`src/rtl/dmw_pkg.sv`:
```
package dmw_pkg;
  typedef enum logic [1:0] {
    LM_REPLACE = 2'd0,
    LM_XOR     = 2'd1,
    LM_CLEAR   = 2'd2,
    LM_SET     = 2'd3
  } lmode_e;

  typedef enum logic [1:0] {
    TG_WORD = 2'd0,
    TG_BAD  = 2'd1,
    TG_LO   = 2'd2,
    TG_HI   = 2'd3
  } tgt_e;

  typedef enum logic [1:0] {
    ST_IDLE = 2'd0,
    ST_RD   = 2'd1,
    ST_WR   = 2'd2
  } st_e;
endpackage

```
`src/rtl/dmw_combine.sv`:
```
module dmw_combine
  import dmw_pkg::*;
#(
  parameter int DATA_W = 16,
  localparam int LANES = DATA_W / 8
) (
  input  logic [1:0]        mode_i,
  input  logic [1:0]        tgt_i,
  input  logic [DATA_W-1:0] old_i,
  input  logic [DATA_W-1:0] data_i,
  output logic [DATA_W-1:0] wdata_o,
  output logic [LANES-1:0]  be_o
);
  for (genvar l = 0; l < LANES; l++) begin : g_lane
    logic [7:0] o_b, d_b;
    assign o_b = old_i[8*l +: 8];
    assign d_b = data_i[8*l +: 8];

    always_comb begin
      unique case (lmode_e'(mode_i))
        LM_REPLACE: wdata_o[8*l +: 8] = d_b;
        LM_XOR:     wdata_o[8*l +: 8] = o_b ^ d_b;
        LM_CLEAR:   wdata_o[8*l +: 8] = o_b & ~d_b;
        default:    wdata_o[8*l +: 8] = o_b | d_b;
      endcase
    end

    // lane 0 = low byte, lane 1 = high byte
    assign be_o[l] = (tgt_i == TG_WORD) ||
                     ((tgt_i == TG_LO) && (l == 0)) ||
                     ((tgt_i == TG_HI) && (l == 1));
  end
endmodule

```
`src/rtl/dmw_step.sv`:
```
module dmw_step #(
  parameter int ADDR_W  = 18,
  parameter int PITCH_W = 8
) (
  input  logic [ADDR_W-1:0]  ead_i,
  input  logic [2:0]         dir_i,
  input  logic [PITCH_W-1:0] pitch_i,
  output logic [ADDR_W-1:0]  ead_o
);
  logic dx_pos, dx_neg, dy_pos, dy_neg;
  logic [ADDR_W-1:0] p_ext, dx_term, dy_term;

  always_comb begin
    dx_pos = (dir_i == 3'd1) || (dir_i == 3'd2) || (dir_i == 3'd3);
    dx_neg = (dir_i == 3'd5) || (dir_i == 3'd6) || (dir_i == 3'd7);
    dy_pos = (dir_i == 3'd0) || (dir_i == 3'd1) || (dir_i == 3'd7);
    dy_neg = (dir_i == 3'd3) || (dir_i == 3'd4) || (dir_i == 3'd5);
  end

  assign p_ext   = ADDR_W'(pitch_i);
  assign dx_term = dx_pos ? ADDR_W'(1) : (dx_neg ? '1 : '0);
  assign dy_term = dy_pos ? p_ext : (dy_neg ? (~p_ext + ADDR_W'(1)) : '0);
  // modulo 2^ADDR_W by truncation
  assign ead_o   = ead_i + dx_term + dy_term;
endmodule

```
`src/rtl/dmw_seq.sv`:
```
module dmw_seq
  import dmw_pkg::*;
#(
  parameter int CNT_W = 14
) (
  input  logic             clk_i,
  input  logic             rst_ni,
  input  logic             req_valid_i,
  input  logic [1:0]       req_type_i,
  input  logic [1:0]       req_mode_i,
  input  logic [CNT_W-1:0] req_count_i,
  output logic             accept_o,
  output logic             idle_o,
  output logic             rd_o,
  output logic             wr_o,
  output logic             done_o,
  output logic [1:0]       mode_o,
  output logic [1:0]       tgt_o
);
  st_e              st_q;
  logic [CNT_W-1:0] cnt_q;
  logic [1:0]       mode_q, tgt_q;
  logic             done_q;

  assign idle_o   = (st_q == ST_IDLE);
  assign accept_o = idle_o && req_valid_i && (req_type_i != TG_BAD);
  assign rd_o     = (st_q == ST_RD);
  assign wr_o     = (st_q == ST_WR);
  assign done_o   = done_q;
  assign mode_o   = mode_q;
  assign tgt_o    = tgt_q;

  always_ff @(posedge clk_i or negedge rst_ni) begin
    if (!rst_ni) begin
      st_q   <= ST_IDLE;
      cnt_q  <= '0;
      mode_q <= '0;
      tgt_q  <= '0;
      done_q <= 1'b0;
    end else begin
      done_q <= wr_o;
      unique case (st_q)
        ST_IDLE: if (accept_o) begin
          mode_q <= req_mode_i;
          tgt_q  <= req_type_i;
          cnt_q  <= req_count_i;
          st_q   <= (req_mode_i == LM_REPLACE) ? ST_WR : ST_RD;
        end
        ST_RD: st_q <= ST_WR;
        ST_WR: begin
          if (cnt_q == '0) begin
            st_q <= ST_IDLE;
          end else begin
            cnt_q <= cnt_q - 1'b1;
            st_q  <= (mode_q == LM_REPLACE) ? ST_WR : ST_RD;
          end
        end
        default: st_q <= ST_IDLE;
      endcase
    end
  end
endmodule

```
`src/rtl/dmem_logic_wr.sv`:
```
module dmem_logic_wr #(
  parameter int ADDR_W  = 18,
  parameter int DATA_W  = 16,
  parameter int PITCH_W = 8,
  parameter int CNT_W   = 14,
  localparam int LANES  = DATA_W / 8
) (
  input  logic               clk_i,
  input  logic               rst_ni,
  input  logic               req_valid_i,
  input  logic [1:0]         req_type_i,
  input  logic [1:0]         req_mode_i,
  input  logic [DATA_W-1:0]  req_data_i,
  input  logic [CNT_W-1:0]   req_count_i,
  input  logic               ead_load_i,
  input  logic [ADDR_W-1:0]  ead_i,
  input  logic [2:0]         dir_i,
  input  logic [PITCH_W-1:0] pitch_i,
  output logic               busy_o,
  output logic               done_o,
  output logic [ADDR_W-1:0]  ead_o,
  output logic [ADDR_W-1:0]  mem_addr_o,
  output logic               mem_rd_o,
  output logic               mem_wr_o,
  output logic [LANES-1:0]   mem_be_o,
  output logic [DATA_W-1:0]  mem_wdata_o,
  input  logic [DATA_W-1:0]  mem_rdata_i
);
  logic              accept, idle, rd, wr;
  logic [1:0]        mode, tgt;
  logic [DATA_W-1:0] data_q, comb_wdata;
  logic [LANES-1:0]  comb_be;
  logic [ADDR_W-1:0] ead_q, ead_nxt;

  dmw_seq #(.CNT_W(CNT_W)) u_seq (
    .clk_i       (clk_i),
    .rst_ni      (rst_ni),
    .req_valid_i (req_valid_i),
    .req_type_i  (req_type_i),
    .req_mode_i  (req_mode_i),
    .req_count_i (req_count_i),
    .accept_o    (accept),
    .idle_o      (idle),
    .rd_o        (rd),
    .wr_o        (wr),
    .done_o      (done_o),
    .mode_o      (mode),
    .tgt_o       (tgt)
  );

  dmw_combine #(.DATA_W(DATA_W)) u_comb (
    .mode_i  (mode),
    .tgt_i   (tgt),
    .old_i   (mem_rdata_i),
    .data_i  (data_q),
    .wdata_o (comb_wdata),
    .be_o    (comb_be)
  );

  dmw_step #(.ADDR_W(ADDR_W), .PITCH_W(PITCH_W)) u_step (
    .ead_i   (ead_q),
    .dir_i   (dir_i),
    .pitch_i (pitch_i),
    .ead_o   (ead_nxt)
  );

  always_ff @(posedge clk_i or negedge rst_ni) begin
    if (!rst_ni) begin
      ead_q  <= '0;
      data_q <= '0;
    end else begin
      if (accept) data_q <= req_data_i;
      if (idle && ead_load_i) ead_q <= ead_i;
      else if (wr)            ead_q <= ead_nxt;
    end
  end

  assign busy_o      = !idle;
  assign ead_o       = ead_q;
  assign mem_addr_o  = ead_q;
  assign mem_rd_o    = rd;
  assign mem_wr_o    = wr;
  assign mem_be_o    = wr ? comb_be : '0;
  assign mem_wdata_o = comb_wdata;
endmodule

```
`config.mk`:
```
export PLATFORM = sky130hd
export DESIGN_NAME = dmem_logic_wr
export DESIGN_NICKNAME = d
export VERILOG_FILES = /design/src/rtl/dmw_pkg.sv /design/src/rtl/dmw_combine.sv /design/src/rtl/dmw_step.sv /design/src/rtl/dmw_seq.sv /design/src/rtl/dmem_logic_wr.sv
export SDC_FILE = /design/constraint.sdc
export NUM_CORES = 1
export LEC_CHECK = 0
export ABC_AREA = 1
export BUFFER_PORTS_ARGS = -buffer_cell sky130_fd_sc_hd__clkbuf_2
export CAP_MARGIN = 20
export CORE_MARGIN = 3
export CORE_UTILIZATION = 59
export CTS_CLUSTER_DIAMETER = 60
export DETAILED_ROUTE_END_ITERATION = 6
export GPL_ROUTABILITY_DRIVEN = 0
export GPL_TIMING_DRIVEN = 0
export PLACE_DENSITY = 0.88
export SYNTH_ARGS = -nofsm -noshare
export SYNTH_HDL_FRONTEND = slang
export SYNTH_SLANG_ARGS = --single-unit
```
`constraint.sdc`:
```
create_clock -name clk_i -period 5.12 [get_ports clk_i]
set_input_delay 1.536 -clock clk_i [delete_from_list [all_inputs] [get_ports clk_i]]
set_output_delay 1.536 -clock clk_i [all_outputs]
set_load 0.005 [all_outputs]
```
* Word-level counts from Yosys, hierarchy flattened
Cells that the tools add are included.
** Cells by class
- Add/subtract/negate cells :: 4
- Eq/ne operators :: 16
- Muxes and demuxes :: 17
- Bitwise gates (word level) :: 9
- Reduce and logical (&&, ||, !) cells :: 24
** Operators by type and width (count)
- $mux W18 :: 6
- $pmux W8 S3 :: 2
- $add A18 B18 Y18 :: 2
- $mux W14 :: 2
- $pmux W14 S2 :: 1
- $add A18 B1 Y18 const B :: 1
- $not A8 Y18 :: 1
- $and A8 B8 Y8 :: 2
- $not A8 Y8 :: 2
- $or A8 B8 Y8 :: 2
- $xor A8 B8 Y8 :: 2
- $logic_not A14 Y1 :: 1
- $sub A14 B1 Y14 const B :: 1
- $eq A3 B3 Y1 const B :: 4
- $logic_or A1 B1 Y1 :: 10
- $mux W2 :: 5
- $eq A2 B2 Y1 const B :: 4
- $logic_not A2 Y1 :: 4
- $eq A3 B2 Y1 const B :: 2
- $pmux W2 S3 :: 1
- $eq A2 B1 Y1 const B :: 2
- $ne A2 B2 Y1 const B :: 2
- $reduce_bool A2 Y1 :: 2
- $eq A3 B1 Y1 const B :: 1
- other kinds (6) :: 8
** Storage, ports and cells
- Register bits after elaboration :: 55
- Bits of input ports :: 83
- Output and inout bits :: 58
- Word-level logic and storage cells :: 77

* Longest topological paths before layout
- Depth after elaboration :: 9
- Gate-level depth with buffers :: 23
- Mapped depth without buffers :: 23

* By module
A second synthesis with hierarchy kept.
** Second synthesis, totals
- Cell total of the unflattened synthesis :: 872
- Area, all modules :: 5962.0 sq um
** By module, submodules not included
- dmem_logic_wr :: instances 1, cells each 246, area an instance 1899.3 sq um
- dmw_step :: instances 1, cells each 246, area an instance 1599.0 sq um
- dmw_seq :: instances 1, cells each 201, area an instance 1378.8 sq um
- dmw_combine :: instances 1, cells each 179, area an instance 1084.8 sq um

* Worst setup path after synthesis
OpenSTA, ideal clock, no wires.
- Path type :: input-to-reg
- Start point :: input dir_i[1]
- End point :: register ead_q[11] (netlist: ead_o[11])
- Data arrival time :: 4328 ps
- Data required time :: 5002 ps
- Setup slack :: 674 ps
- Stages on the path :: 16
- Path buffers :: 0
- Cell sequence :: o21ai_0 -> fa_1 -> inv_1 -> ha_1 -> inv_1 -> fa_1 -> inv_1 -> nand3_1 -> nand2_1 -> nand2_1 -> nand2_1 -> inv_1 -> nor2_1 -> o21ai_0 -> nand3_1 -> nand2_1
** On the way
- Word-level cells in the longest chain between the ends :: 9
** RTL lines
- from (decl) :: line dmem_logic_wr.sv:17 : input logic [2:0] dir_i,
- $eq A3 B3 Y1 (on tied branches) :: line dmw_step.sv:15, dmw_step.sv:17
- $logic_or A1 B1 Y1 (2 in series) :: line dmw_step.sv:15 : dx_neg = (dir_i == 3'd5) || (dir_i == 3'd6) || (dir_i == 3'd7);
- $mux W18 (2 in series) :: line dmw_step.sv:21 : assign dx_term = dx_pos ? ADDR_W'(1) : (dx_neg ? '1 : '0);
- $add A18 B18 Y18 :: line dmw_step.sv:24 : assign ead_o = ead_i + dx_term + dy_term;
- $add A18 B18 Y18 (*) :: line dmw_step.sv:24
- $mux W18 (*) :: line dmem_logic_wr.sv:74 : else if (wr) ead_q <= ead_nxt;
- $mux W18 (*) :: line dmem_logic_wr.sv:73 : if (idle && ead_load_i) ead_q <= ead_i;
- to (signal assigned) :: line dmem_logic_wr.sv:73
- to (signal assigned) :: line dmem_logic_wr.sv:74
- to (decl) :: line dmem_logic_wr.sv:33 : logic [ADDR_W-1:0] ead_q, ead_nxt;
Every way passes the cells marked *; elsewhere a longest branch is shown, timed or not. The select of a mux whose other input is x is not followed.
A chain may end at the register's enable or synchronous reset.

* Worst setup path in the final report
- Start point :: input pitch_i[0]
- End point :: register ead_q[14] (netlist: ead_o[14])
** On the way
- Word-level cells in the longest chain between the ends :: 7
** RTL lines
- from (decl) :: line dmem_logic_wr.sv:18 : input logic [PITCH_W-1:0] pitch_i,
- $not A8 Y18 :: line dmw_step.sv:22 : assign dy_term = dy_pos ? p_ext : (dy_neg ? (~p_ext + ADDR_W'(1)) : '0);
- $add A18 B1 Y18 :: line dmw_step.sv:22
- $mux W18 :: line dmw_step.sv:22
- $mux W18 (*) :: line dmw_step.sv:22
- $add A18 B18 Y18 (*) :: line dmw_step.sv:24
- $mux W18 (*) :: line dmem_logic_wr.sv:74
- $mux W18 (*) :: line dmem_logic_wr.sv:73
Marks and branches as above.

==> results.toml <==
[timing]
slew_headroom_pct = 38.5
fin_crit_sh_pct = 87.5
hold_viol_final = 0
worst_slew_pin_slew_ns = 0.917
slew_violations = 0
rsz0062_at_grt = "no"
max_freq_ghz = 0.223
post-route-min-period_ns = 4.48
setup_viol = 0
setup_tns_ns = 0
worst_clock_skew_ns = 0.00686

[setup_path]
max_stage_delay_ns = 0.52
crit_arrival_ns = 4.71
timing.critical_path.buf_inv = 3
cp-end-kind = "register"
path_common_cell = "nand2_1"
crit_start = "pitch_i[0]"
critical_path_class = "in -> reg"
crit_path_top_delay_cell = "fa_1"
crit_fanout = 5
critPathRequiredTime_ns = 5.35
r2r_start = "ead_o[1]"
crit_family = "simple AND/OR/NAND/NOR gates"
crit_path_start_kind = "input pin"
crit_chain = "clkbuf_2, inv_1, ha_1, inv_1, nor3_1, nand3_1, nor3_1, nor2_1, fa_1, ha_1, nand2_1, nor2_1, and2_1, nand2_1, nand3_1, nand3_1, nand2_1, nand2_1"

[pwr]
switching_share_pct = 51.4
power.density_mw_per_mm2 = 608
clock_power_share_pct = 8.2
p_seq_share_pct = 21.6
p_sw_mw = 2.02
p_comb_share_pct = 70.1
internal-power_mw = 1.91
leakage_nw = 3.83
peakVddDrop_v = 0.000370

[floorplanning]
die_area_sq_mm = 0.0105
die_h_um = 103
die_w_um = 103
pin_count = 141
num_rows = 34
start_util_pct = 61.9
coreArea_sq_mm = 0.00889

[drt]
wl_per_cell_um = 13.6
vias = 5628
wl_mm = 14.3
drt_iter0_markers = 337
drcViolationCount = 0
via_per_inst = 5.32
ant_nets = 0
dr.pass1.iters = 5

[finish]
drive_gt1_share_pct = 20.3
nNetsFinal = 1102
area_delta_synth_final_pct = 17.6
fin_util_pct = 72.8
antenna_cells = 0
num-fill-cells = 757

[logic_synthesis]
synthArstFlopShare_pct = 100
synth_commonest_cells = "nand2_1, inv_1, nor2_1"
ys.flop_type = "dfrtp_1"
synth_most_common_cell = "nand2_1"
synth_area_leaders = "dfrtp_1, nand2_1, ha_1, inv_1, fa_1"
synth_edf_count = 0
synth_cells = 800
synth_top_area_share_pct = 25.0
ys_ff_latch = 55
yosysWarningCount = 0
synth_area_per_cell_sq_um = 6.88
mappedNetlistNets = 954
netlist_area_sq_mm = 0.00551
yosysSeqAreaShare_pct = 25.0
yosys.area.top_type = "dfrtp_1"
synth.distinct_cells = 40

[grt]
antenna_found_initial = 0
overflow = 0
grt_pass1_wl_mm = 23.3
groute.usage.overall_pct = 27.8
grt_max_degree = 56
grt_pass1_vias = 5146

[placed_design]
io_buffers = 140
post-dp-hpwl_mm = 11.3

[clock_tree]
holdBufCountCts = 0
clock-sinks = 55
root_buffer = "clkbuf_8"
post_cts_buffers = 0
cts_resized = 0
clockBufferDepth = 2
cts_tree = "yes"
clkTransAtPathRegs_ns = 0.12
cts-htree-levels = 2
clk_latency_ns = 0.33
numCtsBuffers = 5

[run]
max_cap_viol_count = 0

[worst_hold_path]
hold_path.startpoint = "u_seq.tgt_o[0]"
hold_class = "reg -> reg"

[run_status]
outcome = "finished, final reports clean"
==> logic make-up after synthesis <==
| family | after synthesis | share of synthesized area, % |
|---|---|---|
| compound gates | 128 | 14.2 |
| flops | 55 | 25.0 |
| xor+xnor | 2 | 0.318 |
| fa+ha+maj | 71 | 18.6 |
| simple gates | 357 | 27.0 |
| mux | 3 | 0.568 |
| buf+inv | 184 | 14.3 |
==> worst register-to-register path, stage by stage, from the launching register on <==
cell,delay (ns)
dfrtp_1,0.39
inv_1,0.08
fa_1,0.48
inv_1,0.08
ha_1,0.22
inv_1,0.09
fa_1,0.40
inv_1,0.07
nand3_1,0.06
nand2_1,0.12
nand2_1,0.06
nand2_1,0.16
nand2_1,0.11
nand3_1,0.08
nand3_1,0.09
nand2_1,0.09
nand2_1,0.04
==> layer usage <==
| metal | wire length [um] | global-route usage [%] | vias up |
|---|---|---|---|
| li1 | - | - | 2822 |
| met1 | 6250 | 39.1 | 2565 |
| met2 | 6680 | 45.7 | 212 |
| met3 | 1120 | 2.91 | 29 |
| met4 | 280 | 7.67 | 0 |
| met5 | 0 | 0 | - |
==> worst paths after layout <==
kind                             endpoint  slack [ns]  depth (start not counted)
min in group asynchronous       data_q[9]        1.29                          1
min                        u_seq.tgt_o[0]        0.51                          2
max reg2reg                     ead_o[13]        2.41                         16
max in group asynchronous        ead_o[5]        3.31                          1
max                             ead_o[14]        0.64                         18
min reg2reg                u_seq.tgt_o[0]        0.51                          2
==> power groups by stage <==
stage,clock (mW),combinational [mW],sequential [mW]
finish,0.324,2.76,0.852
global route,0.341,3.16,0.886
detailed placement,0,2.73,0.858
CTS,0.330,2.75,0.850
floorplan,0,1.94,0.817
global placement,0,2.65,0.852
==> placed cells by master, fill, tap and decap left out, types with 6 or more instances in the layout <==
cell / instances
nand2_1: 199
buf_2: 6
buf_4: 19
o21ai_1: 9
a221oi_1: 12
o21ai_0: 39
a21oi_1: 37
nor2_1: 79
clkbuf_1: 11
nand3_1: 48
nor3_1: 6
clkbuf_2: 139
and3_1: 11
fa_1: 18
dfrtp_1: 55
inv_1: 145
ha_1: 53
==> per-stage QoR <==
| step | instances | power [mW] | hold slack [ns] | setup slack [ns] | cell area, sq um |
|---|---|---|---|---|---|
| 6_report | 1057 | 3.94 | 0.508 | 0.641 | 6470 |
| 5_1_grt | 1057 | 4.39 | 0.539 | 0.325 | 6470 |
| 4_1_cts | 1057 | 3.93 | 0.516 | 0.693 | 6470 |
| 3_5_place_dp | 1049 | 3.58 | 0.480 | 0.349 | 6350 |
| 3_3_place_gp | 1048 | 3.50 | 0.481 | -0.0327 | 6340 |
| 2_1_floorplan | 800 | 2.76 | 0.453 | 0.674 | 5510 |
==> flip-flops by register name, summed over array words and instances (netlist names) <==
signal,flops
u_seq.done_o,1
u_seq.tgt_o,2
u_seq.st_q,2
data_q,16
u_seq.mode_o,2
ead_o,18
u_seq.cnt_q,14
==> layout make-up <==
| cell class | instances | area, sq um | share of cell area, % |
|---|---|---|---|
| Buffer | 37 | 225 | 3.48 |
| Tap cell | 108 | 135 | 2.09 |
| Clock inverter | 3 | 50.0 | 0.773 |
| Multi-Input combinational cell | 561 | 3340 | 51.6 |
| Inverter | 147 | 564 | 8.72 |
| Sequential cell | 55 | 1380 | 21.3 |
| Clock buffer | 5 | 68.8 | 1.06 |
| Timing Repair Buffer | 141 | 714 | 11.0 |
No activity file was read; power rests on OpenSTA's default activity.
